--- src/rtl/bgs_pkg.sv ---
package bgs_pkg;
   typedef enum logic [2:0] {
      GS_OFF  = 3'd0,
      GS_LOW  = 3'd1,
      GS_ARM  = 3'd2,
      GS_HIGH = 3'd3,
      GS_DEAD = 3'd4
   } gate_phase_e;
endpackage

--- src/rtl/bgs_phase_timer.sv ---
// Counts cycles spent in the current phase; cleared on a phase change, saturates.
module bgs_phase_timer #(
   parameter int unsigned CW = 6
) (
   input  logic          clk,
   input  logic          rst_n,
   input  logic          clr,
   output logic [CW-1:0] age
);
   generate
      if (CW < 1) begin : g_bad_width
         $error("bgs_phase_timer: CW must be at least 1");
      end
   endgenerate

   always_ff @(posedge clk or negedge rst_n) begin
      if (!rst_n)          age <= '0;
      else if (clr)        age <= '0;
      else if (age != '1)  age <= age + 1'b1;
   end
endmodule

--- src/rtl/bgs_offtime_guard.sv ---
// Tracks ticks since the high-side gate dropped; grants a new start once the minimum has elapsed.
module bgs_offtime_guard #(
   parameter int unsigned MIN_OFF_TICKS = 10
) (
   input  logic clk,
   input  logic rst_n,
   input  logic hs_fall,
   output logic off_ok
);
   localparam int unsigned OW = $clog2(MIN_OFF_TICKS + 1);
   localparam logic [OW-1:0] OFF_FULL = OW'(MIN_OFF_TICKS);

   generate
      if (MIN_OFF_TICKS < 1) begin : g_bad_min_off
         $error("bgs_offtime_guard: MIN_OFF_TICKS must be at least 1");
      end
   endgenerate

   logic [OW-1:0] since_fall;

   always_ff @(posedge clk or negedge rst_n) begin
      if (!rst_n)                     since_fall <= OFF_FULL;
      else if (hs_fall)               since_fall <= '0;
      else if (since_fall < OFF_FULL) since_fall <= since_fall + 1'b1;
   end

   assign off_ok = (since_fall == OFF_FULL);

   // the guard restarts from zero whenever the high side drops
   p_guard_restart_r7: assert property (@(posedge clk) disable iff (!rst_n)
      hs_fall |=> !off_ok);
endmodule

--- src/rtl/bgs_gate_fsm.sv ---
module bgs_gate_fsm
   import bgs_pkg::*;
#(
   parameter int unsigned MAX_ON_TICKS = 40,
   parameter int unsigned DEAD_TICKS   = 6,
   parameter int unsigned FB_TMO_TICKS = 8,
   parameter int unsigned CW           = 6
) (
   input  logic          clk,
   input  logic          rst_n,
   input  logic          run_ok,
   input  logic          cycle_go,
   input  logic          duty_done,
   input  logic          ls_off_sense,
   input  logic          valley_oc,
   input  logic          off_ok,
   input  logic [CW-1:0] age,
   output gate_phase_e   phase,
   output logic          age_clr,
   output logic          hs_fall
);
   localparam logic [CW-1:0] ON_LAST   = CW'(MAX_ON_TICKS - 1);
   localparam logic [CW-1:0] DEAD_LAST = CW'(DEAD_TICKS - 1);
   localparam logic [CW-1:0] TMO_LAST  = CW'(FB_TMO_TICKS - 1);

   generate
      if (MAX_ON_TICKS < 1 || DEAD_TICKS < 1 || FB_TMO_TICKS < 1) begin : g_bad_ticks
         $error("bgs_gate_fsm: every tick count must be at least 1");
      end
      if ((1 << CW) <= MAX_ON_TICKS || (1 << CW) <= DEAD_TICKS || (1 << CW) <= FB_TMO_TICKS) begin : g_bad_cw
         $error("bgs_gate_fsm: CW too narrow for the tick counts");
      end
   endgenerate

   gate_phase_e nxt;

   always_comb begin
      nxt = phase;
      if (!run_ok) begin
         nxt = GS_OFF;
      end else begin
         unique case (phase)
            GS_OFF:  nxt = GS_LOW;
            GS_LOW:  if (cycle_go && !valley_oc && off_ok) nxt = GS_ARM;
            GS_ARM:  if (ls_off_sense)                     nxt = GS_HIGH;
                     else if (age == TMO_LAST)              nxt = GS_DEAD;
            GS_HIGH: if (duty_done || age == ON_LAST)       nxt = GS_DEAD;
            GS_DEAD: if (age == DEAD_LAST)                  nxt = GS_LOW;
            default: nxt = GS_OFF;
         endcase
      end
   end

   always_ff @(posedge clk or negedge rst_n) begin
      if (!rst_n) phase <= GS_OFF;
      else        phase <= nxt;
   end

   assign age_clr = (nxt != phase);
   assign hs_fall = (phase == GS_HIGH) && (nxt != GS_HIGH);

   // the high side rises only on an edge that sampled the low-side-off sense
   p_hs_after_sense_r2: assert property (@(posedge clk) disable iff (!rst_n)
      $rose(phase == GS_HIGH) |-> $past(ls_off_sense));
   // a duty trip ends the pulse at the edge that samples it
   p_trip_end_r3: assert property (@(posedge clk) disable iff (!rst_n)
      (phase == GS_HIGH && duty_done) |=> (phase != GS_HIGH));
   // a start during valley over-current keeps the low side on
   p_valley_skip_r6: assert property (@(posedge clk) disable iff (!rst_n)
      (phase == GS_LOW && cycle_go && valley_oc && run_ok) |=> (phase == GS_LOW));
   // without the sense the high side is never entered
   p_no_sense_no_hs_r8: assert property (@(posedge clk) disable iff (!rst_n)
      (phase == GS_ARM && !ls_off_sense) |=> (phase != GS_HIGH));
endmodule

--- src/rtl/buck_gate_seq.sv ---
module buck_gate_seq
   import bgs_pkg::*;
#(
   parameter int unsigned MAX_ON_TICKS  = 40,
   parameter int unsigned MIN_OFF_TICKS = 10,
   parameter int unsigned DEAD_TICKS    = 6,
   parameter int unsigned FB_TMO_TICKS  = 8
) (
   input  logic clk,
   input  logic rst_n,
   input  logic run_en,
   input  logic fault,
   input  logic cycle_go,
   input  logic duty_done,
   input  logic ls_off_sense,
   input  logic valley_oc,
   output logic hs_gate,
   output logic ls_gate
);
   localparam int unsigned LONG_A  = (MAX_ON_TICKS > DEAD_TICKS) ? MAX_ON_TICKS : DEAD_TICKS;
   localparam int unsigned LONGEST = (LONG_A > FB_TMO_TICKS) ? LONG_A : FB_TMO_TICKS;
   localparam int unsigned CW      = $clog2(LONGEST + 1);

   logic          run_ok;
   logic          off_ok;
   logic          age_clr;
   logic          hs_fall;
   logic [CW-1:0] age;
   gate_phase_e   phase;

   assign run_ok = run_en && !fault;

   bgs_phase_timer #(.CW(CW)) u_timer (
      .clk   (clk),
      .rst_n (rst_n),
      .clr   (age_clr),
      .age   (age)
   );

   bgs_offtime_guard #(.MIN_OFF_TICKS(MIN_OFF_TICKS)) u_guard (
      .clk     (clk),
      .rst_n   (rst_n),
      .hs_fall (hs_fall),
      .off_ok  (off_ok)
   );

   bgs_gate_fsm #(
      .MAX_ON_TICKS (MAX_ON_TICKS),
      .DEAD_TICKS   (DEAD_TICKS),
      .FB_TMO_TICKS (FB_TMO_TICKS),
      .CW           (CW)
   ) u_fsm (
      .clk          (clk),
      .rst_n        (rst_n),
      .run_ok       (run_ok),
      .cycle_go     (cycle_go),
      .duty_done    (duty_done),
      .ls_off_sense (ls_off_sense),
      .valley_oc    (valley_oc),
      .off_ok       (off_ok),
      .age          (age),
      .phase        (phase),
      .age_clr      (age_clr),
      .hs_fall      (hs_fall)
   );

   assign hs_gate = (phase == GS_HIGH);
   assign ls_gate = (phase == GS_LOW);

   // Run-length monitors for the timing assertions below
   localparam int unsigned HI_W   = $clog2(MAX_ON_TICKS + 1);
   localparam int unsigned LO_W   = $clog2(MIN_OFF_TICKS + 3);
   localparam logic [HI_W-1:0] HI_CAP = HI_W'(MAX_ON_TICKS);
   localparam logic [LO_W-1:0] LO_CAP = LO_W'(MIN_OFF_TICKS + 2);

   logic [HI_W-1:0] hi_run;
   logic [LO_W-1:0] lo_run;

   always_ff @(posedge clk or negedge rst_n) begin
      if (!rst_n) begin
         hi_run <= '0;
         lo_run <= LO_CAP;
      end else begin
         if (!hs_gate)              hi_run <= '0;
         else if (hi_run < HI_CAP)  hi_run <= hi_run + 1'b1;
         if (hs_gate)               lo_run <= '0;
         else if (lo_run < LO_CAP)  lo_run <= lo_run + 1'b1;
      end
   end

   p_hs_cap_r4: assert property (@(posedge clk) disable iff (!rst_n)
      hs_gate |-> (hi_run < HI_CAP));
   p_ls_gap_r5: assert property (@(posedge clk) disable iff (!rst_n)
      $fell(hs_gate) |-> !ls_gate);
   p_min_off_r7: assert property (@(posedge clk) disable iff (!rst_n)
      $rose(hs_gate) |-> (lo_run >= LO_CAP));
   p_no_shoot_r9: assert property (@(posedge clk) disable iff (!rst_n)
      !(hs_gate && ls_gate));
   p_force_off_r10: assert property (@(posedge clk) disable iff (!rst_n)
      (fault || !run_en) |=> (!hs_gate && !ls_gate));
endmodule

--- config.mk ---
export PLATFORM = sky130hd
export DESIGN_NAME = buck_gate_seq
export DESIGN_NICKNAME = d
export VERILOG_FILES = /design/src/rtl/bgs_pkg.sv /design/src/rtl/bgs_phase_timer.sv /design/src/rtl/bgs_offtime_guard.sv /design/src/rtl/bgs_gate_fsm.sv /design/src/rtl/buck_gate_seq.sv
export SDC_FILE = /design/constraint.sdc
export NUM_CORES = 1
export LEC_CHECK = 0
export BUFFER_PORTS_ARGS = -buffer_cell sky130_fd_sc_hd__buf_4
export CAP_MARGIN = 20
export CELL_PAD_IN_SITES_DETAIL_PLACEMENT = 0
export CELL_PAD_IN_SITES_GLOBAL_PLACEMENT = 1
export CORE_MARGIN = 1
export CORE_UTILIZATION = 30
export CTS_BUF_LIST = sky130_fd_sc_hd__clkbuf_16
export DETAILED_ROUTE_END_ITERATION = 10
export GPL_TIMING_DRIVEN = 0
export PLACE_DENSITY = 0.63
export SLEW_MARGIN = 20
export SYNTH_ARGS = -nofsm -noshare
export SYNTH_HDL_FRONTEND = slang
export SYNTH_HIERARCHICAL = 1
export SYNTH_SLANG_ARGS = --single-unit
--- constraint.sdc ---
create_clock -name clk -period 2.74 [get_ports clk]
set_clock_uncertainty 0.15 [all_clocks]
set_input_delay 0.137 -clock clk [delete_from_list [all_inputs] [get_ports clk]]
set_output_delay 0.137 -clock clk [all_outputs]
set_load 0.005 [all_outputs]
==> metrics.txt, run 1 <==
crit end category=flip-flop; setup_tns=0 ns; Final #Nets=127; Resize count post-CTS=0; PwrDens=610.5 mW/mm^2; max cap viols=0; Req. time, crit path=2.70 ns; Area Overhead vs Synth=21.25%; Synth Area per Inst=9.093 sq um; clock tree buffer depth=2; drt first-iter violations=17; Port Buffer Count=9; IO Count=10; Root Driver=clkbuf_16; crit-path cells=ha_1, nand2_1, nor2_1, nand2_1, nor2_1, nor4_1, a41o_2, o22ai_1, o21bai_1, a31oi_1; f_max=432.0 MHz; share of post-route cells with drive strength above 1=21.74%; Sink Count=13; CP Launch Type=flip-flop; worst slew pin tran=0.5003 ns; Vias/cell=5.349; DRC errors left=2; Post-synth EDFFs=0; wire per inst=13.00 um; Tmin final=2.315 ns; fin worst setup slack=0.4251 ns; RSZ-0062 raised after global routing=false; fin util=39.36%; Die Y=57.33 um; Hold Path Class=primary input to flip-flop; Critical-path top delay cell=dfstp_2; GPL Wtd Cong=0.7904; Final Hold Fails=0; Die Area=0.003287 sq mm; Starting Density=32.46%; delay-heaviest family, CP=compound AO/OA/AOI/OAI gates; TritonCTS clock tree=yes; final period utilization=84.49%; Post-CTS Hold Buffers=1; WL final=1898 um; total power=679.9 uW; Cell Rows=19; Mapped Cells=101; Final ANT Viol Nets=0; Worst path max stage delay=0.58 ns; Post-synth top cells=dfrtp_1 (11), nor2_1 (11), nand2_1 (10); # setup viols final=0; Static Leakage=0.4941 nW; synth top area cells=dfrtp_1 (30%), dfstp_2 (5.7%), nor2_1 (4.5%); die width=57.33 um; failing checks=design-rule violations; placed cells=141; Mapped Area=918.4 sq um; DR pass1 iterations=7; # Post-CTS Setup Buffers=0; H-tree depth=1; clk_lat worst skew=0.24 ns; pre-CTS WS=0.4412 ns; worst path arrival time=2.27 ns; antenna violations before repair=0; Synth Flop Type=dfrtp_1; post-synth top area cell=dfrtp_1; Rel. slew slack=66.65%; Placed Area=0.001025 sq mm; dpl hpwl=1370 um; syn nets=112; Critical Path Fanout Max=6; antenna diode count=0; crit path kind=flip-flop to flip-flop; synth warn=6; Critical path buffers and inverters=0; CTS buffer count=3; Global Route Usage Sum=13.65%; pin count of the biggest net entering global routing=14; vias in the first global route=783; Distinct cells, synth=43; Slew Viols, Final=0; Min Hold Slack=0.08200 ns; worst vdd ir=376.9 uV; post-route insts no fill=146; Seq/Total Area, Yosys=35.69%; Post-Layout Inst Area=0.001114 sq mm; Synth Register Bits=13; GR Overflow Total=0; outcome=complete, but fails checks; vias=781; Core Area=0.002829 sq mm; FFs w/ async S/R, synth=100.0%; clk slew on worst S/H paths=0.04 ns; first-pass GRT wire length=3443 um; Synth top area share=29.97%
## report_power, final
group          internal (mW)  total [mW]  switching [mW]  leakage (nW)
clock                  0.192       0.272          0.0796        0.0423
sequential             0.223       0.270          0.0463         0.163
combinational         0.0771       0.138          0.0612         0.288
total                  0.493       0.680           0.187         0.494
## final timing paths
kind	start	cells after the start	endpoint	slack [ns]
worst max-delay path	u_guard/since_fall[1]$_DFFE_PN1P_	10	u_timer/age[2]$_DFFE_PN0P_	0.43
worst min-delay path	fault	3	u_fsm/phase[0]$_DFF_PN0_	0.08
worst max register to register	u_guard/since_fall[1]$_DFFE_PN1P_	10	u_timer/age[2]$_DFFE_PN0P_	0.43
worst min register to register	u_guard/since_fall[3]$_DFFE_PN1P_	2	u_guard/since_fall[1]$_DFFE_PN1P_	0.36
max in group asynchronous	rst_n	2	u_guard/since_fall[3]$_DFFE_PN1P_	2.07
min in group asynchronous	rst_n	2	u_guard/since_fall[2]$_DFFE_PN0P_	0.13
## metal layers
metal  up-vias  share of wire (%)  GRT usage (%)
met5         -                  0              0
met4         0                2.6          8.362
met3         5                3.3          2.041
met2        10                 43          20.50
met1       371                 51          18.52
li1        395                  -              -
## tightest hold or removal path: stages
cell and delay (ns):
buf_4 0.08, nor2b_1 0.09, o211a_1 0.13
## logic make-up after synthesis
logic type               synth area share, %
AO/OA/AOI/OAI                          25.75
multiplexers                           2.724
buffers and inverters                  5.449
flip-flops                             35.69
AND/OR/NAND/NOR                        26.30
adder cells (fa/ha/maj)                4.088
## layout by cell type (no fill, tap or decap), types with 5 or more instances in the layout
cell,Yosys,final
dfrtp_1,11,11
nor2_1,11,11
a21oi_1,5,5
buf_4,0,9
nor3_1,6,6
a31oi_1,6,6
nand2_1,10,10
inv_1,6,7
## registers in the layout, indices dropped and copies added (netlist names)
signal	count
u_timer/age	6
u_guard/since_fall	4
u_fsm/phase	3
## final cells by class
type | instances | area [sq um]
buffer | 3 | 27.53
clock buffer | 3 | 75.07
clock inverter | 1 | 3.754
fill | 295 | 1715
inverter | 6 | 22.52
multi-input combinational | 79 | 540.5
sequential | 13 | 327.8
tap | 31 | 38.79
timing repair buffer | 10 | 77.57
Power figures use the tool's default switching activity.
==> run 2: changes to the inputs <==
--- a/config.mk
+++ b/config.mk
@@ -5,6 +5,7 @@
 export SDC_FILE = /design/constraint.sdc
 export NUM_CORES = 1
 export LEC_CHECK = 0
+export ABC_AREA = 1
 export BUFFER_PORTS_ARGS = -buffer_cell sky130_fd_sc_hd__buf_4
 export CAP_MARGIN = 20
 export CELL_PAD_IN_SITES_DETAIL_PLACEMENT = 0
@@ -14,7 +15,7 @@
 export CTS_BUF_LIST = sky130_fd_sc_hd__clkbuf_16
 export DETAILED_ROUTE_END_ITERATION = 10
 export GPL_TIMING_DRIVEN = 0
-export PLACE_DENSITY = 0.63
+export PLACE_DENSITY = 0.66
 export SLEW_MARGIN = 20
 export SYNTH_ARGS = -nofsm -noshare
 export SYNTH_HDL_FRONTEND = slang
==> constraint.sdc (replaced) <==
create_clock -name clk -period 2.2 [get_ports clk]
set_clock_uncertainty 0.15 [all_clocks]
set_input_delay 0.11 -clock clk [delete_from_list [all_inputs] [get_ports clk]]
set_output_delay 0.11 -clock clk [all_outputs]
set_load 0.005 [all_outputs]
==> metrics.txt, run 2 <==
Port Buffer Count=9 (unchanged); antenna diode count=0 (unchanged); placed cells=200 (+42%); Mapped Area=965.9 sq um (+5.2%); Rel. slew slack=71.95% (+5.3 points); wire per inst=9.612 um (-26%); worst slew pin tran=0.4192 ns (-0.08109 ns); CTS buffer count=3 (unchanged); Int Power=679.0 uW (+38%); max cap viols=0 (unchanged); Vias/cell=4.383 (-18%); Combinational Power Share=29.7% (+9.4 points); worst vdd ir=423.2 uV (+12%); worst path arrival time=2.09 ns (-0.18 ns); sequential share of power=37.4% (-2.3 points); clock tree buffer depth=2 (unchanged); outcome=finished clean; synth warn=6 (unchanged); PwrDens=804.1 mW/mm^2 (+32%); Synth Flop Type=dfrtp_1; top register by number of flip-flops=u_timer/age; post-route insts no fill=209 (+43%); worst hold stages=4 (+1); clk_lat worst skew=0.24 ns (about the same); most frequent cells in the layout=nand2_1 (39), inv_1 (27), nand3_1 (19); Mapped Cells=147 (+46%); Distinct cells, synth=19 (-56%); TritonCTS clock tree=yes; Die Area=0.003450 sq mm (+5.0%); Critical Path Fanout Max=5 (-1); DRC errors left=0 (-2); f_max=472.7 MHz (+9.4%); count leader, synth=nand2_1; crit end category=flip-flop; DR pass1 iterations=4 (-3); Static Leakage=0.6792 nW (+37%); GR Overflow Total=0 (unchanged); Post-Layout Inst Area=0.001252 sq mm (+12%); H-tree depth=1 (unchanged); Sink Count=13 (unchanged); crit path kind=flip-flop to flip-flop; CP Launch Type=flip-flop; Worst path max stage delay=0.55 ns (-0.03 ns); Post-synth EDFFs=0 (unchanged); max reg flops=6 (unchanged); Final #Nets=177 (+39%); Root Driver=clkbuf_16; pin count of the biggest net entering global routing=14 (unchanged); Final Hold Fails=0 (unchanged); Tmin final=2.116 ns (-0.1992 ns); depth of the most critical reg-to-reg path=18 (+8); vias in the first global route=843 (+7.7%); final period utilization=96.17% (+12 points); first-pass GRT wire length=3588 um (+4.2%); RSZ-0062 raised after global routing=true; Area Overhead vs Synth=29.66%; post-synth top area cell=dfrtp_1; FFs w/ async S/R, synth=100.0% (unchanged); Die Y=58.74 um (+2.5%); share of post-route cells with drive strength above 1=25.45% (+3.7 points); die width=58.74 um (+2.5%); # setup viols final=0 (unchanged); Fillers=326 (+11%); drt first-iter violations=32 (+15); IO Count=10 (unchanged); top flop regs=u_timer/age x6, u_guard/since_fall x4, u_fsm/phase x3; clk slew on worst S/H paths=0.04 ns (about the same); Synth top area share=28.50% (-1.5 points); Hold Path Class=primary input to flip-flop; Psw=328.1 uW (+75%); Core Area=0.003053 sq mm (+7.9%); Critical-path top delay cell=dfstp_2; synth top area cells=dfrtp_1 (28%), nand2_1 (17%), inv_1 (11%); Starting Density=31.64% (-0.82 points); Synth Register Bits=13 (unchanged); most frequent CP cell=nand2_1; Req. time, crit path=2.17 ns (-0.53 ns); antenna violations before repair=0 (unchanged); Sw Share=32.58% (+5.1 points); WL final=2009 um (+5.8%); crit-path cells=ha_4, nand2_2, nor2_2, nand2_1, inv_2, nand2_1, nand2_1, nand2_1, nor2_1, nand2_1, nand2_2, nand2_1, nand2_1, nor2_2, nand2_2, clkinv_4, nand4_1, nand2_1; fin worst setup slack=0.08428 ns (-0.3408 ns); GPL Wtd Cong=0.8140 (+3.0%); Synth Area per Inst=6.571 sq um (-28%); Cell Rows=20 (+1); Seq/Total Area, Yosys=33.94% (-1.8 points); Global Route Usage Sum=13.38% (-0.27 points); Clk pwr share=32.9% (-7.1 points); Placed Area=0.001089 sq mm (+6.2%); commonest non-fill, non-tap cell in the layout=nand2_1; syn nets=158 (+41%); vias=916 (+17%); dpl hpwl=1481 um (+8.1%); Slew Viols, Final=0 (unchanged); pre-CTS WS=-0.1647 ns (-0.6059 ns); total power=1.007 mW (+48%); Final ANT Viol Nets=0 (unchanged); Post-synth top cells=nand2_1 (43), inv_1 (28), nand3_1 (20)
[run 2: cell types whose count changed after synthesis, sizes merged, moves of 2 or more]
cell	change
nand2	+33
nand3	+23
inv	+22
nor2	+11
a31oi	-7
nor3	-6
a21oi	-4
nand4	+4
buf	-3
nor2b	-3
o21a	-3
a21boi	-2
and4bb	-2
o211a	-2
[run 2: power groups by stage]
| stage | Combinational, mW | Sequential, mW | Clock [mW] |
|---|---|---|---|
| after floorplan | 0.184 | 0.363 | 0 |
| after detailed placement | 0.232 | 0.383 | 0 |
| after global placement | 0.227 | 0.380 | 0 |
| final | 0.300 | 0.377 | 0.331 |
| after global routing | 0.357 | 0.388 | 0.357 |
| after CTS | 0.258 | 0.370 | 0.342 |
[run 2: kinds of logic after synthesis]
family          count (synthesis)  synth area share [%]
flops                          13                 33.94
buf+inv                        29                 11.27
simple gates                   97                 47.02
fa+ha+maj                       3                 3.886
compound gates                  5                 3.885
[run 2: path summary, 6_finish.rpt]
path                            slack (ns)                                 to                         startpoint
worst max-delay path                  0.08         u_timer/age[0]$_DFFE_PN0P_  u_guard/since_fall[1]$_DFFE_PN1P_
worst min-delay path                  0.07           u_fsm/phase[1]$_DFF_PN0_                              fault
worst max register to register        0.08         u_timer/age[0]$_DFFE_PN0P_  u_guard/since_fall[1]$_DFFE_PN1P_
worst min register to register        0.39  u_guard/since_fall[3]$_DFFE_PN1P_  u_guard/since_fall[3]$_DFFE_PN1P_
max in group asynchronous             1.56  u_guard/since_fall[1]$_DFFE_PN1P_                              rst_n
min in group asynchronous             0.10         u_timer/age[3]$_DFFE_PN0P_                              rst_n
[run 2: worst max-delay path, delay by kind of cell (launching register included)]
family                   cells  cell delay [ns]
AND/OR/NAND/NOR             15             1.04
flip-flops                   1             0.55
buffers and inverters        2             0.15
adder cells (fa/ha/maj)      1             0.13
[run 2: per-stage QoR]
step	hold WS [ns]	setup TNS (ns)	util [%]
detailed placement	-0.1863	-0.9233	35.66
global placement	-0.1876	-0.8740	35.66
CTS	0.06200	0	38.98
finish	0.06704	0	41.02
floorplan	-0.3356	0	-
global route	0.1124	-0.6833	41.02
[run 2: metal layers]
layer / vias up / track usage, % / routed length, um
li1: 498 / - / -
met1: 402 / 17.90 / 970
met5: - / 0 / 0
met2: 16 / 22.24 / 972
met4: 0 / 1.020 / 0
met3: 0 / 3.956 / 66
[run 2: area by class of cell]
type,count,area [sq um],area share (%)
Sequential cell,13,327.8,26.17
Clock inverter,1,3.754,0.2997
Inverter,29,113.9,9.091
Timing Repair Buffer,13,100.1,7.992
Tap cell,44,55.05,4.396
Clock buffer,3,75.07,5.994
Multi-Input combinational cell,105,571.8,45.65
Timing Repair inverter,1,5.005,0.3996
[run 2: repair_timing]
| action | CTS | global route |
|---|---|---|
| pin swaps | 0 | 11 |
| gates cloned | 0 | 1 |
| gates resized for setup | 2 | 13 |
| endpoints found under the hold margin | 13 | 0 |
| buffers inserted | 1 | 2 |
| hold buffers | 1 | 0 |
| setup endpoints to repair | 6 | 9 |
==> run 3: changes to the inputs <==
--- a/config.mk
+++ b/config.mk
@@ -19,5 +19,4 @@
 export SLEW_MARGIN = 20
 export SYNTH_ARGS = -nofsm -noshare
 export SYNTH_HDL_FRONTEND = slang
-export SYNTH_HIERARCHICAL = 1
 export SYNTH_SLANG_ARGS = --single-unit
==> metrics.txt, run 3 <==
DR pass1 iterations=4 (unchanged); Clk pwr share=40.9% (+8.0 points); worst vdd ir=363.4 uV (-14%); worst path arrival time=1.89 ns (-0.20 ns); Slew Viols, Final=0 (unchanged); drt first-iter violations=28 (-13%); syn nets=136 (-14%); Area Overhead vs Synth=22.10%; Sink Count=13 (unchanged); worst setup path end=u_timer.age[1]$_DFFE_PN0P_; Synth Register Bits=13 (unchanged); commonest non-fill, non-tap cell in the layout=nand2_1; Port Buffer Count=9 (unchanged); worst slew pin tran=0.3411 ns (-0.07809 ns); crit end category=flip-flop; Req. time, crit path=2.22 ns (+0.05 ns); Global Route Usage Sum=12.93% (-0.45 points); post-route insts no fill=169 (-19%); max cap viols=0 (unchanged); clk slew on worst S/H paths=0.05 ns (about the same); FFs w/ async S/R, synth=100.0% (unchanged); total power=829.5 uW (-18%); vias=773 (-16%); Die Y=56.27 um (-4.2%); pre-CTS WS=0.3118 ns (+0.4765 ns); die width=56.27 um (-4.2%); Critical Path Fanout Max=6 (+1); PwrDens=769.1 mW/mm^2 (-4.4%); # setup viols final=0 (unchanged); r2r startpoint=u_guard.since_fall[1]$_DFFE_PN1P_; post-synth top area cell=dfrtp_1; Placed Area=989.7 sq um (-9.1%); delay-heaviest family, CP=simple AND/OR/NAND/NOR gates; TritonCTS clock tree=yes; Tmin final=1.873 ns (-0.2425 ns); IO Count=10 (unchanged); GPL Wtd Cong=0.8025 (-1.4%); antenna diode count=0 (unchanged); Critical path buffers and inverters=0 (-2); wire per inst=10.26 um (+6.7%); Final Hold Fails=0 (unchanged); Sw Share=27.89% (-4.7 points); Starting Density=31.76% (+0.12 points); Fillers=293 (-10%); Distinct cells, synth=21 (+2); Synth Flop Type=dfrtp_1; max reg flops=6 (unchanged); crit path kind=flip-flop to flip-flop; DRC errors left=0 (unchanged); Hold Path Class=primary input to flip-flop; CP Launch Type=flip-flop; H-tree depth=1 (unchanged); clock tree buffer depth=2 (unchanged); crit-path cells=ha_1, nand3_1, nor2_1, a21oi_1, nor2_1, nand2_1, nand2_1, nand2_1, nand2_1, nand2_2, nor2_1; Seq/Total Area, Yosys=37.11% (+3.2 points); Resize count post-CTS=0 (-2); clk_lat worst skew=0.24 ns (about the same); fin worst setup slack=0.3268 ns (+0.2425 ns); dpl hpwl=1430 um (-3.4%); first-pass GRT wire length=3084 um (-14%); Mapped Area=883.3 sq um (-8.5%); vias in the first global route=737 (-13%); depth of the most critical reg-to-reg path=11 (-7); Psw=231.3 uW (-29%); synth warn=0 (-6); worst hold stages=4 (unchanged); pin count of the biggest net entering global routing=14 (unchanged); f_max=533.8 MHz (+13%); Critical Path Source=u_guard.since_fall[1]$_DFFE_PN1P_; Post-synth top cells=nand2_1 (27), inv_1 (23), nor2_1 (19); Synth Area per Inst=7.124 sq um (+8.4%); Final ANT Viol Nets=0 (unchanged); Final #Nets=151 (-15%); Mapped Cells=124 (-16%); Cell Rows=19 (-5.0%); Root Driver=clkbuf_16; CTS buffer count=3 (unchanged); placed cells=164 (-18%); most frequent CP cell=nand2_1; share of post-route cells with drive strength above 1=18.84% (-6.6 points); top register by number of flip-flops=u_timer.age; WL final=1734 um (-14%); most frequent cells in the layout=nand2_1 (27), inv_1 (24), nor2_1 (19); count leader, synth=nand2_1; sequential share of power=39.7% (+2.3 points); FF-to-FF setup slack=0.33 ns (+0.24 ns); fin util=38.78% (-2.2 points); RSZ-0062 raised after global routing=false; Min Hold Slack=0.05474 ns (-0.01230 ns); final period utilization=85.15% (-11 points); Post-Layout Inst Area=0.001079 sq mm (-14%); Synth top area share=31.16% (+2.7 points); Die Area=0.003166 sq mm (-8.2%); Rel. slew slack=77.17% (+5.2 points); Combinational Power Share=19.4% (-10 points); Worst R2R End=u_timer.age[1]$_DFFE_PN0P_; top flop regs=u_timer.age x6, u_guard.since_fall x4, u_fsm.phase x3; Static Leakage=0.5771 nW (-15%); Vias/cell=4.574 (+4.4%); setup_tns=0 ns (unchanged); Core Area=0.002781 sq mm (-8.9%); Int Power=598.1 uW (-12%); critical path depth in cells=11 (-7); Post-synth EDFFs=0 (unchanged); Critical-path top delay cell=dfstp_2; Post-CTS Hold Buffers=1 (unchanged); GR Overflow Total=0 (unchanged); antenna violations before repair=0 (unchanged); outcome=finished clean; Worst path max stage delay=0.55 ns (about the same); # Post-CTS Setup Buffers=0 (-1); synth top area cells=dfrtp_1 (31%), nand2_1 (11%), inv_1 (9.8%)
[run 3: cell count changes after synthesis, sizes merged, moves of 2 or more]
cell and change:
a21oi +2, inv -5, nand2 -13, nand3 -13, nand4 -3, nor3 +3
o21ai +4, xnor2 +2, xor2 +2
[run 3: worst min path at each step]
stage,from,to,slack [ns]
after global placement,rst_n,u_timer.age[5]$_DFFE_PN0P_,-0.19
after floorplan,rst_n,u_fsm.phase[0]$_DFF_PN0_,-0.34
after CTS,fault,u_fsm.phase[2]$_DFF_PN0_,0.06
final,fault,u_fsm.phase[2]$_DFF_PN0_,0.05
after global routing,fault,u_fsm.phase[2]$_DFF_PN0_,0.09
after detailed placement,rst_n,u_timer.age[4]$_DFFE_PN0P_,-0.19
[run 3: per-layer routing]
layer / global-route usage, % / share of wire [%] / up-vias
met5: 0 / 0 / -
met4: 8.362 / 2.9 / 0
met3: 2.074 / 2.4 / 5
met2: 20.92 / 47 / 8
met1: 15.91 / 47 / 346
li1: - / - / 414
[run 3: kinds of logic after synthesis]
| family | count (synthesis) | share of synthesized area [%] |
|---|---|---|
| compound gates | 10 | 6.089 |
| simple gates | 70 | 37.40 |
| flops | 13 | 37.11 |
| fa+ha+maj | 4 | 5.666 |
| xor+xnor | 4 | 3.967 |
| buf+inv | 23 | 9.773 |
[run 3: tightest hold or removal path, stage by stage]
cell and delay [ns]:
buf_4 0.08, nor2_1 0.08, nand2_1 0.10, inv_1 0.04
[run 3: area by class of cell]
| cell class | count | area (sq um) | area share, % |
|---|---|---|---|
| Clock buffer | 3 | 75.07 | 6.961 |
| Clock inverter | 1 | 3.754 | 0.3480 |
| Inverter | 23 | 86.33 | 8.005 |
| Multi-Input combinational cell | 88 | 469.2 | 43.50 |
| Sequential cell | 13 | 327.8 | 30.39 |
| Tap cell | 31 | 38.79 | 3.596 |
| Timing Repair Buffer | 10 | 77.57 | 7.193 |
[run 3: power groups by stage]
| stage | logic [mW] | clock network [mW] | registers (mW) |
|---|---|---|---|
| floorplan | 0.123 | 0 | 0.323 |
| global placement | 0.158 | 0 | 0.331 |
| detailed placement | 0.164 | 0 | 0.333 |
| CTS | 0.166 | 0.346 | 0.331 |
| global route | 0.198 | 0.355 | 0.337 |
| finish | 0.161 | 0.339 | 0.330 |
